===== src/rtl/nanq_pkg.sv =====
package nanq_pkg;
  localparam int DATA_W   = 64;
  localparam int NUM_FMT  = 2;
  localparam int S_EXP_W  = 8;
  localparam int S_FRAC_W = 23;
  localparam int D_EXP_W  = 11;
  localparam int D_FRAC_W = 52;

  typedef enum logic {
    FMT_S = 1'b0,
    FMT_D = 1'b1
  } fmt_e;

  typedef enum logic [1:0] {
    DN_ONES = 2'd0,
    DN_QPOS = 2'd1,
    DN_SINV = 2'd2,
    DN_QNEG = 2'd3
  } dnan_e;

  function automatic int exp_w(int f);
    return (f == 0) ? S_EXP_W : D_EXP_W;
  endfunction

  function automatic int frac_w(int f);
    return (f == 0) ? S_FRAC_W : D_FRAC_W;
  endfunction
endpackage


===== src/rtl/nanq_classify.sv =====
module nanq_classify #(
  parameter int EXP_W   = 8,
  parameter int FRAC_W  = 23,
  parameter bit INV_POL = 1'b0,
  localparam int W      = 1 + EXP_W + FRAC_W
) (
  input  logic [W-1:0] val_i,
  output logic         is_qnan_o,
  output logic         is_snan_o
);
  logic exp_ones, top_bit, low_nz, nan_top, nan_low;

  always_comb begin
    exp_ones = &val_i[W-2:FRAC_W];
    top_bit  = val_i[FRAC_W-1];
    low_nz   = |val_i[FRAC_W-2:0];
    nan_top  = exp_ones & top_bit;
    nan_low  = exp_ones & ~top_bit & low_nz;
  end

  generate
    if (INV_POL) begin : g_inv
      assign is_snan_o = nan_top;
      assign is_qnan_o = nan_low;
    end else begin : g_norm
      assign is_qnan_o = nan_top;
      assign is_snan_o = nan_low;
    end
  endgenerate

  always_comb begin

    excl_chk: assert (!(is_qnan_o && is_snan_o))
      else $error("quiet and signaling both set");

    if (!exp_ones)
      non_nan_chk: assert (!is_qnan_o && !is_snan_o)
        else $error("finite value classified as NaN");
  end
endmodule


===== src/rtl/nanq_default_gen.sv =====
module nanq_default_gen #(
  parameter int             EXP_W    = 8,
  parameter int             FRAC_W   = 23,
  parameter nanq_pkg::dnan_e DNAN_SEL = nanq_pkg::DN_QNEG,
  localparam int            W        = 1 + EXP_W + FRAC_W
) (
  output logic [W-1:0] dnan_o
);
  import nanq_pkg::*;

  always_comb begin
    unique case (DNAN_SEL)
      DN_ONES: dnan_o = {1'b0, {EXP_W{1'b1}}, {FRAC_W{1'b1}}};
      DN_QPOS: dnan_o = {1'b0, {EXP_W{1'b1}}, 1'b1, {(FRAC_W-1){1'b0}}};
      DN_SINV: dnan_o = {1'b0, {EXP_W{1'b1}}, 1'b0, {(FRAC_W-1){1'b1}}};
      default: dnan_o = {1'b1, {EXP_W{1'b1}}, 1'b1, {(FRAC_W-1){1'b0}}};
    endcase
  end
endmodule


===== src/rtl/nanq_silence.sv =====
module nanq_silence #(
  parameter int EXP_W   = 8,
  parameter int FRAC_W  = 23,
  parameter bit INV_POL = 1'b0,
  localparam int W      = 1 + EXP_W + FRAC_W
) (
  input  logic [W-1:0] val_i,
  input  logic         is_snan_i,
  input  logic [W-1:0] dnan_i,
  output logic [W-1:0] quiet_o
);
  localparam logic [W-1:0] QBIT = W'(1) << (FRAC_W - 1);

  generate
    if (INV_POL) begin : g_inv
      assign quiet_o = is_snan_i ? dnan_i : val_i;
    end else begin : g_norm
      assign quiet_o = is_snan_i ? (val_i | QBIT) : val_i;
    end
  endgenerate

  always_comb begin
    if (is_snan_i) begin

      still_nan_chk: assert (&quiet_o[W-2:FRAC_W])
        else $error("quieted value lost NaN exponent");

      if (!INV_POL)
        sign_keep_chk: assert (quiet_o[W-1] == val_i[W-1] && quiet_o[FRAC_W-1])
          else $error("quieting changed sign or left quiet bit clear");
    end
  end
endmodule


===== src/rtl/nanq_lane.sv =====
module nanq_lane #(
  parameter int             EXP_W    = 8,
  parameter int             FRAC_W   = 23,
  parameter bit             INV_POL  = 1'b0,
  parameter nanq_pkg::dnan_e DNAN_SEL = nanq_pkg::DN_QNEG,
  localparam int            W        = 1 + EXP_W + FRAC_W
) (
  input  logic [W-1:0] val_i,
  output logic         is_qnan_o,
  output logic         is_snan_o,
  output logic [W-1:0] quiet_o,
  output logic [W-1:0] dnan_o
);
  nanq_classify #(.EXP_W(EXP_W), .FRAC_W(FRAC_W), .INV_POL(INV_POL)) u_cls (
    .val_i     (val_i),
    .is_qnan_o (is_qnan_o),
    .is_snan_o (is_snan_o)
  );

  nanq_default_gen #(.EXP_W(EXP_W), .FRAC_W(FRAC_W), .DNAN_SEL(DNAN_SEL)) u_dn (
    .dnan_o (dnan_o)
  );

  nanq_silence #(.EXP_W(EXP_W), .FRAC_W(FRAC_W), .INV_POL(INV_POL)) u_sil (
    .val_i     (val_i),
    .is_snan_i (is_snan_o),
    .dnan_i    (dnan_o),
    .quiet_o   (quiet_o)
  );
endmodule


===== src/rtl/nan_quieter.sv =====
module nan_quieter #(
  parameter bit              INV_POL  = 1'b0,
  parameter nanq_pkg::dnan_e DNAN_SEL = nanq_pkg::DN_QNEG
) (
  input  logic        fmt_i,
  input  logic [63:0] data_i,
  output logic        is_qnan_o,
  output logic        is_snan_o,
  output logic [63:0] quiet_o,
  output logic [63:0] dnan_o
);
  import nanq_pkg::*;

  logic              lane_q [NUM_FMT];
  logic              lane_s [NUM_FMT];
  logic [DATA_W-1:0] lane_quiet [NUM_FMT];
  logic [DATA_W-1:0] lane_dn [NUM_FMT];
  logic [DATA_W-1:0] lane_in [NUM_FMT];

  for (genvar g = 0; g < NUM_FMT; g++) begin : g_lane
    localparam int EW = exp_w(g);
    localparam int FW = frac_w(g);
    localparam int LW = 1 + EW + FW;
    logic [LW-1:0] q_w, d_w;

    assign lane_in[g] = DATA_W'(data_i[LW-1:0]);

    nanq_lane #(
      .EXP_W(EW), .FRAC_W(FW), .INV_POL(INV_POL), .DNAN_SEL(DNAN_SEL)
    ) u_lane (
      .val_i     (data_i[LW-1:0]),
      .is_qnan_o (lane_q[g]),
      .is_snan_o (lane_s[g]),
      .quiet_o   (q_w),
      .dnan_o    (d_w)
    );

    assign lane_quiet[g] = DATA_W'(q_w);
    assign lane_dn[g]    = DATA_W'(d_w);
  end

  always_comb begin
    is_qnan_o = lane_q[fmt_i];
    is_snan_o = lane_s[fmt_i];
    quiet_o   = lane_quiet[fmt_i];
    dnan_o    = lane_dn[fmt_i];
  end

  always_comb begin

    if (!is_snan_o)
      pass_chk: assert (quiet_o == lane_in[fmt_i])
        else $error("non-signaling operand altered");

    if (fmt_i == FMT_S)
      upper_zero_chk: assert (quiet_o[63:32] == '0 && dnan_o[63:32] == '0)
        else $error("upper half non-zero in binary32 mode");

    dnan_exp_chk: assert (fmt_i ? (&dnan_o[62:52]) : (&dnan_o[30:23]))
      else $error("default NaN exponent not all ones");
  end
endmodule


===== config.mk =====
export PLATFORM = sky130hd
export DESIGN_NAME = nan_quieter
export DESIGN_NICKNAME = d
export VERILOG_FILES = /design/src/rtl/nanq_pkg.sv /design/src/rtl/nanq_classify.sv /design/src/rtl/nanq_default_gen.sv /design/src/rtl/nanq_silence.sv /design/src/rtl/nanq_lane.sv /design/src/rtl/nan_quieter.sv
export SDC_FILE = /design/constraint.sdc
export NUM_CORES = 1
export LEC_CHECK = 0
export ABC_AREA = 1
export CORE_AREA = 4 4 74 76
export DETAILED_ROUTE_END_ITERATION = 6
export DIE_AREA = 0 0 78 80
export DONT_BUFFER_PORTS = 1
export PLACE_DENSITY = 0.43
export SKIP_LAST_GASP = 1
export SLEW_MARGIN = 20
export SYNTH_ARGS = -nofsm -noshare
export SYNTH_HDL_FRONTEND = slang
export SYNTH_SLANG_ARGS = --single-unit
export TNS_END_PERCENT = 100

===== constraint.sdc =====
create_clock -name vclk -period 0.85
set_input_delay 0.1275 -clock vclk [all_inputs]
set_output_delay 0.1275 -clock vclk [all_outputs]
set_load 0.03 [all_outputs]

Word level (Yosys, flattened, before mapping)
Index checks and enable logic that the tools add are counted.
{ "word_totals": {"register_bits": 0, "in_bits": 65, "elab_cells": 28} }
{ "classes": {"magnitude_cmp": 1, "mux": 14, "bitwise": 9, "n_reduce_logical": 4} }
{ "op_table": {"columns": ["cell", "count"], "rows": [
  ["64-bit 2-to-1 mux", 6],
  ["52-bit 2-to-1 mux", 1],
  ["51-bit OR reduction", 1],
  ["23-bit 2-to-1 mux", 1],
  ["22-bit OR reduction", 1],
  ["11-bit AND reduction", 1],
  ["8-bit AND reduction", 1],
  ["1-bit bitwise AND", 6],
  ["1-bit 2-to-1 mux", 6],
  ["2-bit >= comparator (second input constant)", 1],
  ["1-bit inverter", 2],
  ["1-bit inverter with 2-bit output", 1]
]} }

Depth between registers and ports, before layout
Gate-level depths: netlist of run 1.
{ "logic_depth": {"ltp_word": 7, "depth_mapped": 8} }

Cells and area by module
From an unflattened synthesis of run 1, not the netlist that was laid out.
{ "unflattened": {"hier_cells": 641, "area_unflattened_um2": 3229.3} }
{ "modules_own_cells": {"columns": ["module", "instances", "cells_per_inst", "area_each_um2", "seq_area_each_um2"], "rows": [
  ["nan_quieter", 1, 349, 1396.3, 0.0],
  ["nanq_default_gen (g_lane[1].u_lane.u_dn)", 1, 66, 488.0, 0.0],
  ["nanq_silence (g_lane[1].u_lane.u_sil)", 1, 66, 484.2, 0.0],
  ["nanq_default_gen (g_lane[0].u_lane.u_dn)", 1, 34, 247.7, 0.0],
  ["nanq_silence (g_lane[0].u_lane.u_sil)", 1, 34, 244.0, 0.0],
  ["nanq_classify (g_lane[1].u_lane.u_cls)", 1, 60, 237.7, 0.0],
  ["nanq_classify (g_lane[0].u_lane.u_cls)", 1, 32, 131.4, 0.0]
]} }

Least setup slack after synthesis of run 1
OpenSTA, ideal clock, no wires.
{ "synth_path": {"kind": "input-to-output", "startpoint": "input fmt_i", "endpoint": "output is_qnan_o", "arrival_time_ns": 1.094, "path_slack_ns": -0.371, "path_stages": 6, "cell_sequence": "buf_4 -> inv_2 -> nand2_1 -> nor3_1 -> nand2_1 -> o21ai_0"} }
{ "synth_between": {"elab_chain_len": 4} }
{ "synth_lines": {"columns": ["item", "line", "source"], "rows": [
  ["start: declaration", "nan_quieter.sv:5", "input logic fmt_i,"],
  ["1-bit inverter with 2-bit output (not written as such)", "nan_quieter.sv:43", "is_qnan_o = lane_q[fmt_i];"],
  ["1-bit 2-to-1 mux (not written as such) (3 in a row)", "nan_quieter.sv:43", null],
  ["end: declaration", "nan_quieter.sv:7", "output logic is_qnan_o,"]
]} }
Every way passes these cells. The select of a mux whose other input is x is not followed.

Worst setup path in the final report of run 1
{ "layout_path": {"startpoint": "input data_i[15]", "endpoint": "output is_snan_o"} }
{ "layout_between": {"elab_chain_len": 5} }
{ "layout_lines": {"columns": ["item", "line", "source"], "rows": [
  ["start: declaration", "nan_quieter.sv:6", "input logic [63:0] data_i,"],
  ["51-bit OR reduction or 22-bit OR reduction (tied branches)", "nanq_classify.sv:16", "low_nz = |val_i[FRAC_W-2:0];"],
  ["1-bit bitwise AND", "nanq_classify.sv:18", "nan_low = exp_ones & ~top_bit & low_nz;"],
  ["1-bit 2-to-1 mux (not written as such) (*) (3 in a row)", "nan_quieter.sv:44", "is_snan_o = lane_s[fmt_i];"],
  ["end: declaration", "nan_quieter.sv:8", "output logic is_snan_o,"]
]} }
Every way passes the cells marked *; elsewhere a longest branch is shown, timed or not. The select of a mux whose other input is x is not followed.

==> out/qor.yml, run 1 <==
min_path:
  whs_endpoint: "quiet_o[14]"
  hold_start: "data_i[14]"
  worstHoldPathCells: 0
  min_path_type: "input port to primary output"
pwr:
  ir_worst_vdd_mv: 0.230
  p_per_area_nw_per_um2: 654
  total_leakage_power_nw: 0.624
final_layout:
  nFillCells: 541
  seq_cell_count: 0
  regArea_um2: 0
  antenna_cells: 0
  finalNetCount: 252
  syn2layout_area_growth_pct: -19.9
  nClkBuffers: 0
  fin_cells: 252
  drive_gt1_frac: 0.211
routing:
  drtIter0Drc: 19
  via_per_inst: 3.77
  drt-total-wl_um: 3070
  drc: 0
  first_pass_iters: 4
  vias: 949
  ant_nets: 0
  wire_per_inst_um: 12.2
global_route:
  grt_max_degree: 47
  grt_pass1_vias: 841
  grt_pass1_wl_um: 3930
  grt.total_usage: 0.0748
  grt_overflow: 0
  antenna_found_initial: 0
yosys:
  yosysSeqAreaShare: 0
  ys_warn_count: 0
  synthCells: 238
  synth_area_um2: 1280
  ys_types: 15
  avgSynthCellArea_um2: 5.39
placed_design:
  io_buffers: 0
  dp_hpwl_um: 2690
  post-place-ws_ps: -202
  placedCellCount: 252
  gp_congestion: 0.694
critical_path:
  critPathMaxStageDelay_ps: 230
  crit_buf_inv: 0
  worstPathMaxFanout: 2
  cp.required_ps: 720
  crit_chain: "nor2_4 -> nand2_2 -> nor2_4 -> nand2_2 -> o21ai_2 -> nand2_4"
  path_class: "input port to primary output"
  arrival_ps: 830
  cp-end-kind: "primary output"
  cp_top_family: "simple AND/OR/NAND/NOR gates"
  worstSetupStartpointType: "input port"
  cp_slowest_cell: "o21ai_2"
  path_depth: 6
floorplan:
  num_io_pins: 195
  die_h_um: 80
  core_area_um2: 4720
  row_count: 25
  start_util: 0.272
  dieWidth_um: 78
  die_area_um2: 6240
timing:
  maxSlewViolCount: 0
  period_share: 1.12
  holdWs_ps: 255
  hold_viol: 0
  setup_violations: 3
  fin_crit_ps: 956
  fmax_mhz: 1050
  rsz0062_at_grt: "yes"
  fin_ws_ps: -106
run:
  maxCapViolations: 0
clock_tree:
  cts_hold_buf: 0
  post_cts_buffers: 0
status:
  run_status: "finished, violations left"
  violations: "setup timing"
==> worst max path at each step <==
stage	from	endpoint	slack [ps]
2_1_floorplan	fmt_i	is_snan_o	-60
3_5_place_dp	data_i[0]	quiet_o[51]	-200
5_1_grt	data_i[49]	quiet_o[51]	-190
4_1_cts	data_i[15]	quiet_o[51]	-150
3_3_place_gp	data_i[0]	quiet_o[51]	-210
6_report	data_i[15]	is_snan_o	-110
==> synthesized netlist by cell type <==
master	count	area [um^2]
inv_2	1	3.75
nand4_1	5	31.3
or2_0	1	6.26
and2_1	1	6.26
buf_4	95	713
nor2_1	34	128
nor3_1	2	10.0
o21ai_0	1	5.00
nand2_1	56	210
o21ai_1	1	5.00
nand3b_1	1	7.51
inv_1	34	128
nand3_1	2	10.0
conb_1	1	3.75
buf_2	3	15.0
==> logic make-up after synthesis <==
kind of cell | after synthesis | share of synthesized area
AO/OA/AOI/OAI | 2 | 0.00780
buffers and inverters | 133 | 0.670
other | 1 | 0.00292
AND/OR/NAND/NOR | 102 | 0.319
==> cells in the final DEF, fill, tap and decap left out, types with 2 or more instances in the layout <==
master | netlist | routed
nor2_1 | 34 | 14
nand2_2 | 0 | 6
nand2_1 | 56 | 47
nand4_1 | 5 | 5
nand2_4 | 0 | 3
buf_4 | 95 | 2
nand3_1 | 2 | 2
inv_1 | 34 | 34
buf_12 | 0 | 2
o21ai_2 | 0 | 2
nor3_2 | 0 | 2
nor2_2 | 0 | 9
conb_1 | 1 | 41
nor2_4 | 0 | 11
==> report_power, final <==
group	internal [mW]	switching (mW)
registers	0	0
clock network	0	0
logic	0.108	0.564
total	0.108	0.564
==> cell type report <==
cell class	count	area [um^2]	share of cell area
inverters	35	144	0.140
multi-input cells	145	733	0.714
well taps	67	83.8	0.0816
repair buffers	5	66.3	0.0646
==> repair_timing <==
item,4_1_cts,5_1_grt
endpoints found under the setup margin,4,4
pin swaps,18,17
resized for setup,25,14
==> metal layers <==
metal,vias to the layer above,part of all wire,GRT usage
li1,451,-,-
met1,408,0.33,0.0880
met2,88,0.54,0.148
met3,2,0.12,0.0102
met4,0,0.0033,0.00524
met5,-,0,0
==> through the flow <==
| stage | TNS, ps | cell area [um^2] | total power [mW] | util |
|---|---|---|---|---|
| floorplan | -175 | 1490 | 1.18 | - |
| global placement | -592 | 896 | 0.640 | 0.190 |
| detailed placement | -595 | 896 | 0.639 | 0.190 |
| CTS | -434 | 975 | 0.656 | 0.206 |
| global route | -593 | 1030 | 0.716 | 0.217 |
| finish | -317 | 1030 | 0.672 | 0.217 |
Power figures use the tool's default switching activity.
==> inputs of run 2 (changes only) <==
--- a/config.mk
+++ b/config.mk
@@ -10,7 +10,7 @@
 export DETAILED_ROUTE_END_ITERATION = 6
 export DIE_AREA = 0 0 78 80
 export DONT_BUFFER_PORTS = 1
-export PLACE_DENSITY = 0.43
+export PLACE_DENSITY = 0.42
 export SKIP_LAST_GASP = 1
 export SLEW_MARGIN = 20
 export SYNTH_ARGS = -nofsm -noshare
==> constraint.sdc (replaced) <==
create_clock -name vclk -period 1.15
set_input_delay 0.1725 -clock vclk [all_inputs]
set_output_delay 0.1725 -clock vclk [all_outputs]
set_load 0.03 [all_outputs]
==> run 2 against run 1 <==
The flow now finishes without violations; critical endpoint is now quiet_o[22]; largest cell class unchanged; die area unchanged; critical path type unchanged; total power down 29%; largest power group unchanged; final cell count fell by 1.6%; via count shrank 0.84%.
==> out/qor.yml, run 2 (synthesis results as in run 1) <==
status:
  run_status: "complete, no violations"
global_route:
  grt.total_usage: 0.0784  # +0.00354
  grt_pass1_wl_um: 3960  # +0.69%
  grt_pass1_vias: 860  # +2.3%
  grt_overflow: 0  # unchanged
  antenna_found_initial: 0  # unchanged
  grt_max_degree: 47  # unchanged
critical_path:
  cp_slowest_cell: "o21ai_2"
  cp_top_family: "simple AND/OR/NAND/NOR gates"
  critPathMaxStageDelay_ps: 200  # -30 ps
  crit_buf_inv: 0  # unchanged
  arrival_ps: 910  # +80 ps
  crit_chain: "nor2_2 -> nand2_1 -> nor2_4 -> nand2_4 -> o21ai_2 -> nand2_2"
  cp.required_ps: 980  # +260 ps
  cp-end-kind: "primary output"
  worstPathMaxFanout: 2  # unchanged
  path_class: "input port to primary output"
  cp-startpoint: "data_i[9]"
  worstSetupStartpointType: "input port"
routing:
  first_pass_iters: 3  # -1
  via_per_inst: 3.79  # +0.76%
  drtIter0Drc: 27  # +8
  wire_per_inst_um: 12.9  # +5.6%
  vias: 941  # -0.84%
  drc: 0  # unchanged
  ant_nets: 0  # unchanged
  drt-total-wl_um: 3190  # +3.9%
floorplan:
  core_area_um2: 4720  # unchanged
  start_util: 0.272  # unchanged
  die_area_um2: 6240  # unchanged
  num_io_pins: 195  # unchanged
  row_count: 25  # unchanged
  dieWidth_um: 78  # unchanged
  die_h_um: 80  # unchanged
min_path:
  hold_start: "data_i[19]"
  min_path_type: "input port to primary output"
timing:
  maxSlewViolCount: 0  # unchanged
  fin_crit_ps: 1090
  period_share: 0.945
  fmax_mhz: 920
  setup_violations: 0  # -3
  fin_ws_ps: 63.1  # +169 ps
  hold_viol: 0  # unchanged
placed_design:
  io_buffers: 0  # unchanged
  gp_congestion: 0.706  # +1.7%
  dp_hpwl_um: 2780  # +3.5%
  postPlaceCellArea_um2: 820  # -8.5%
  post-place-ws_ps: -151  # +51.4 ps
final_layout:
  final_core_util: 0.201  # -0.0162
  drive_gt1_frac: 0.171  # -0.0395
  final_common_cell: "nand2_1"
  syn2layout_area_growth_pct: -25.9
  finalInstanceArea_um2: 951  # -7.4%
  regArea_um2: 0  # unchanged
  final_cell_mix: "nand2_1 (49), conb_1 (41), inv_1 (34)"
  finalNetCount: 248  # -1.6%
  antenna_cells: 0  # unchanged
  seq_cell_count: 0  # unchanged
  nClkBuffers: 0  # unchanged
pwr:
  p_per_area_nw_per_um2: 499  # -24%
  p_total_mw: 0.475  # -29%
  ir_worst_vdd_mv: 0.165  # -28%
  total_leakage_power_nw: 0.608  # -2.6%
clock_tree:
  post_cts_buffers: 0  # unchanged
run:
  maxCapViolations: 0  # unchanged
## run 2: repair_timing
action,in CTS,in global routing
gates resized for setup,9,30
hold buffers,0,0
pin swaps,0,16
setup endpoints to repair,3,3
## run 2: final timing paths
check	endpoint	slack [ps]	depth (start not counted)
worst max-delay path	quiet_o[22]	60	6
worst min-delay path	quiet_o[19]	350	0
## run 2: report_power, final
| group | leakage (nW) | switching, mW | total [mW] | internal, mW |
|---|---|---|---|---|
| Sequential | 0 | 0 | 0 | 0 |
| Combinational | 0.608 | 0.412 | 0.475 | 0.0632 |
| Clock | 0 | 0 | 0 | 0 |
## run 2: cell type report
cell class | instances | area [um^2]
fillers | 551 | 3770
multi-input cells | 145 | 713
inverters | 35 | 134
well taps | 67 | 83.8
repair buffers | 1 | 20.0
## run 2: stage by stage
| stage | setup TNS (ps) | hold slack, ps | instances |
|---|---|---|---|
| 4_1_cts | 0 | 345 | 248 |
| 6_report | 0 | 345 | 248 |
| 5_1_grt | -13.1 | 345 | 248 |
| 3_3_place_gp | -204 | 345 | 248 |
| 2_1_floorplan | 0 | 477 | 278 |
| 3_5_place_dp | -308 | 345 | 248 |
## run 2: routing by layer
layer  vias to the layer above  track usage  wire (um)
met5                         -            0          0
met4                         0      0.00350          6
met3                         2       0.0113        377
met2                       111        0.182       1850
met1                       383       0.0713        947
li1                        445            -          -
==> inputs of run 3 (changes only) <==
--- a/config.mk
+++ b/config.mk
@@ -10,7 +10,7 @@
 export DETAILED_ROUTE_END_ITERATION = 6
 export DIE_AREA = 0 0 78 80
 export DONT_BUFFER_PORTS = 1
-export PLACE_DENSITY = 0.42
+export PLACE_DENSITY = 0.44
 export SKIP_LAST_GASP = 1
 export SLEW_MARGIN = 20
 export SYNTH_ARGS = -nofsm -noshare
==> constraint.sdc (replaced) <==
create_clock -name vclk -period 1
set_input_delay 0.15 -clock vclk [all_inputs]
set_output_delay 0.15 -clock vclk [all_outputs]
set_load 0.03 [all_outputs]
==> run 3 against run 2 <==
The run now ends with setup timing left; worst hold slack worse by 45 ps; total power is 15% higher; clock-buffer cell count stayed put; first-iteration DRC count is 37% lower; utilization is 0.45 points lower; flip-flop and latch count stayed put; global-route usage is 0.38 points higher; non-clock buffer count is 4 higher; worst setup slack worse by 100 ps; combinational power is 15% higher; via count is 1.6% higher; sequential share of layout area stayed put; critical path type unchanged; critical endpoint is now is_qnan_o; highest routed layer unchanged.
==> out/qor.yml, run 3 (synthesis results as in run 1) <==
final_layout:
  nFillCells: 557  # +1.1%
  finalNetCount: 252  # +1.6%
  final_cell_mix: "nand2_1 (51), conb_1 (41), inv_1 (34)"
  nClkBuffers: 0  # unchanged
  seq_cell_count: 0  # unchanged
  drive_gt1_frac: 0.135  # -0.0361
  syn2layout_area_growth_pct: -27.5
  antenna_cells: 0  # unchanged
  regArea_um2: 0  # unchanged
  final_common_cell: "nand2_1"
critical_path:
  arrival_ps: 890  # -20 ps
  cp_slowest_cell: "nand3b_1"
  critPathMaxStageDelay_ps: 230  # +30 ps
  cp-end-kind: "primary output"
  worstPathMaxFanout: 2  # unchanged
  path_class: "input port to primary output"
  cp.required_ps: 850  # -130 ps
  worstSetupStartpointType: "input port"
  crit_chain: "nand4_1 -> nand3b_1 -> buf_4 -> o21ai_2 -> buf_6"
timing:
  fin_tns_setup_ps: -69.5  # -69.5 ps
  setup_violations: 3  # +3
  period_share: 1.04
  rsz0062_at_grt: "yes"
  fmax_mhz: 961
  maxSlewViolCount: 0  # unchanged
  hold_viol: 0  # unchanged
  fin_ws_ps: -40.5  # -104 ps
  fin_crit_ps: 1040
routing:
  drt-total-wl_um: 3060  # -3.9%
  ant_nets: 0  # unchanged
  vias: 956  # +1.6%
  drc: 0  # unchanged
  drtIter0Drc: 17  # -37%
  via_per_inst: 3.79  # about the same
  wire_per_inst_um: 12.2  # -5.4%
  first_pass_iters: 4  # +1
pwr:
  ir_worst_vdd_mv: 0.161  # -2.2%
  p_total_mw: 0.547  # +15%
  p_per_area_nw_per_um2: 588  # +18%
  total_leakage_power_nw: 0.609  # about the same
global_route:
  grt_overflow: 0  # unchanged
  grt_pass1_vias: 948  # +10%
  grt_pass1_wl_um: 4250  # +7.3%
  grt_max_degree: 47  # unchanged
  antenna_found_initial: 0  # unchanged
  grt.total_usage: 0.0822  # +0.00378
clock_tree:
  cts_hold_buf: 0  # unchanged
  post_cts_buffers: 0  # unchanged
floorplan:
  start_util: 0.272  # unchanged
  dieWidth_um: 78  # unchanged
  row_count: 25  # unchanged
  die_area_um2: 6240  # unchanged
  num_io_pins: 195  # unchanged
  die_h_um: 80  # unchanged
  core_area_um2: 4720  # unchanged
run:
  maxCapViolations: 0  # unchanged
placed_design:
  dp_hpwl_um: 2700  # -3.0%
  gp_congestion: 0.689  # -2.4%
  io_buffers: 0  # unchanged
min_path:
  min_path_type: "input port to primary output"
status:
  violations: "setup timing"
  run_status: "finished, violations left"
run 3: changes by cell type in the layout (fill, tap and decap cells not counted), sizes merged:
cell and delta:
buf +4
run 3: power breakdown:
part           switching (mW)  internal [mW]
sequential                  0              0
clock                       0              0
combinational           0.474         0.0732
run 3: timing repair:
action                     4_1_cts  5_1_grt
setup endpoints to repair        4        4
gates resized for setup          6       12
pin swaps                       10       11
run 3: worst paths after layout:
check / start / end / cells after the start
worst max-delay path: data_i[58] / is_qnan_o / 5
worst min-delay path: data_i[18] / quiet_o[18] / 0
run 3: worst max-delay path, delay by kind of cell:
family | cells | cell delay (ps)
AOI/OAI and AO/OA | 1 | 110
buffers and inverters | 2 | 310
and+or+nand+nor | 2 | 320
run 3: per-stage QoR:
stage               utilization  instance area, um^2  hold WS (ps)  cells  setup slack (ps)
CTS                       0.189                  893           300    252             -75.4
floorplan                     -                 1470           432    278             0.321
finish                    0.197                  930           300    252             -40.5
global route              0.197                  930           300    252              -100
detailed placement        0.185                  873           300    252             -89.2
global placement          0.185                  873           300    252             -83.1
run 3: area by class of cell:
class / count / area (um^2) / share of cell area
multi-input combinational: 145 / 653 / 0.703
inverter: 35 / 139 / 0.149
tap: 67 / 83.8 / 0.0902
timing repair buffer: 5 / 53.8 / 0.0579
run 3: per-layer routing:
metal  up-vias  track usage  wire length (um)
met5         -            0                 0
met4         0      0.00175                19
met3         2       0.0271               468
met2       107        0.160              1580
met1       395       0.0907               994
li1        452            -                 -
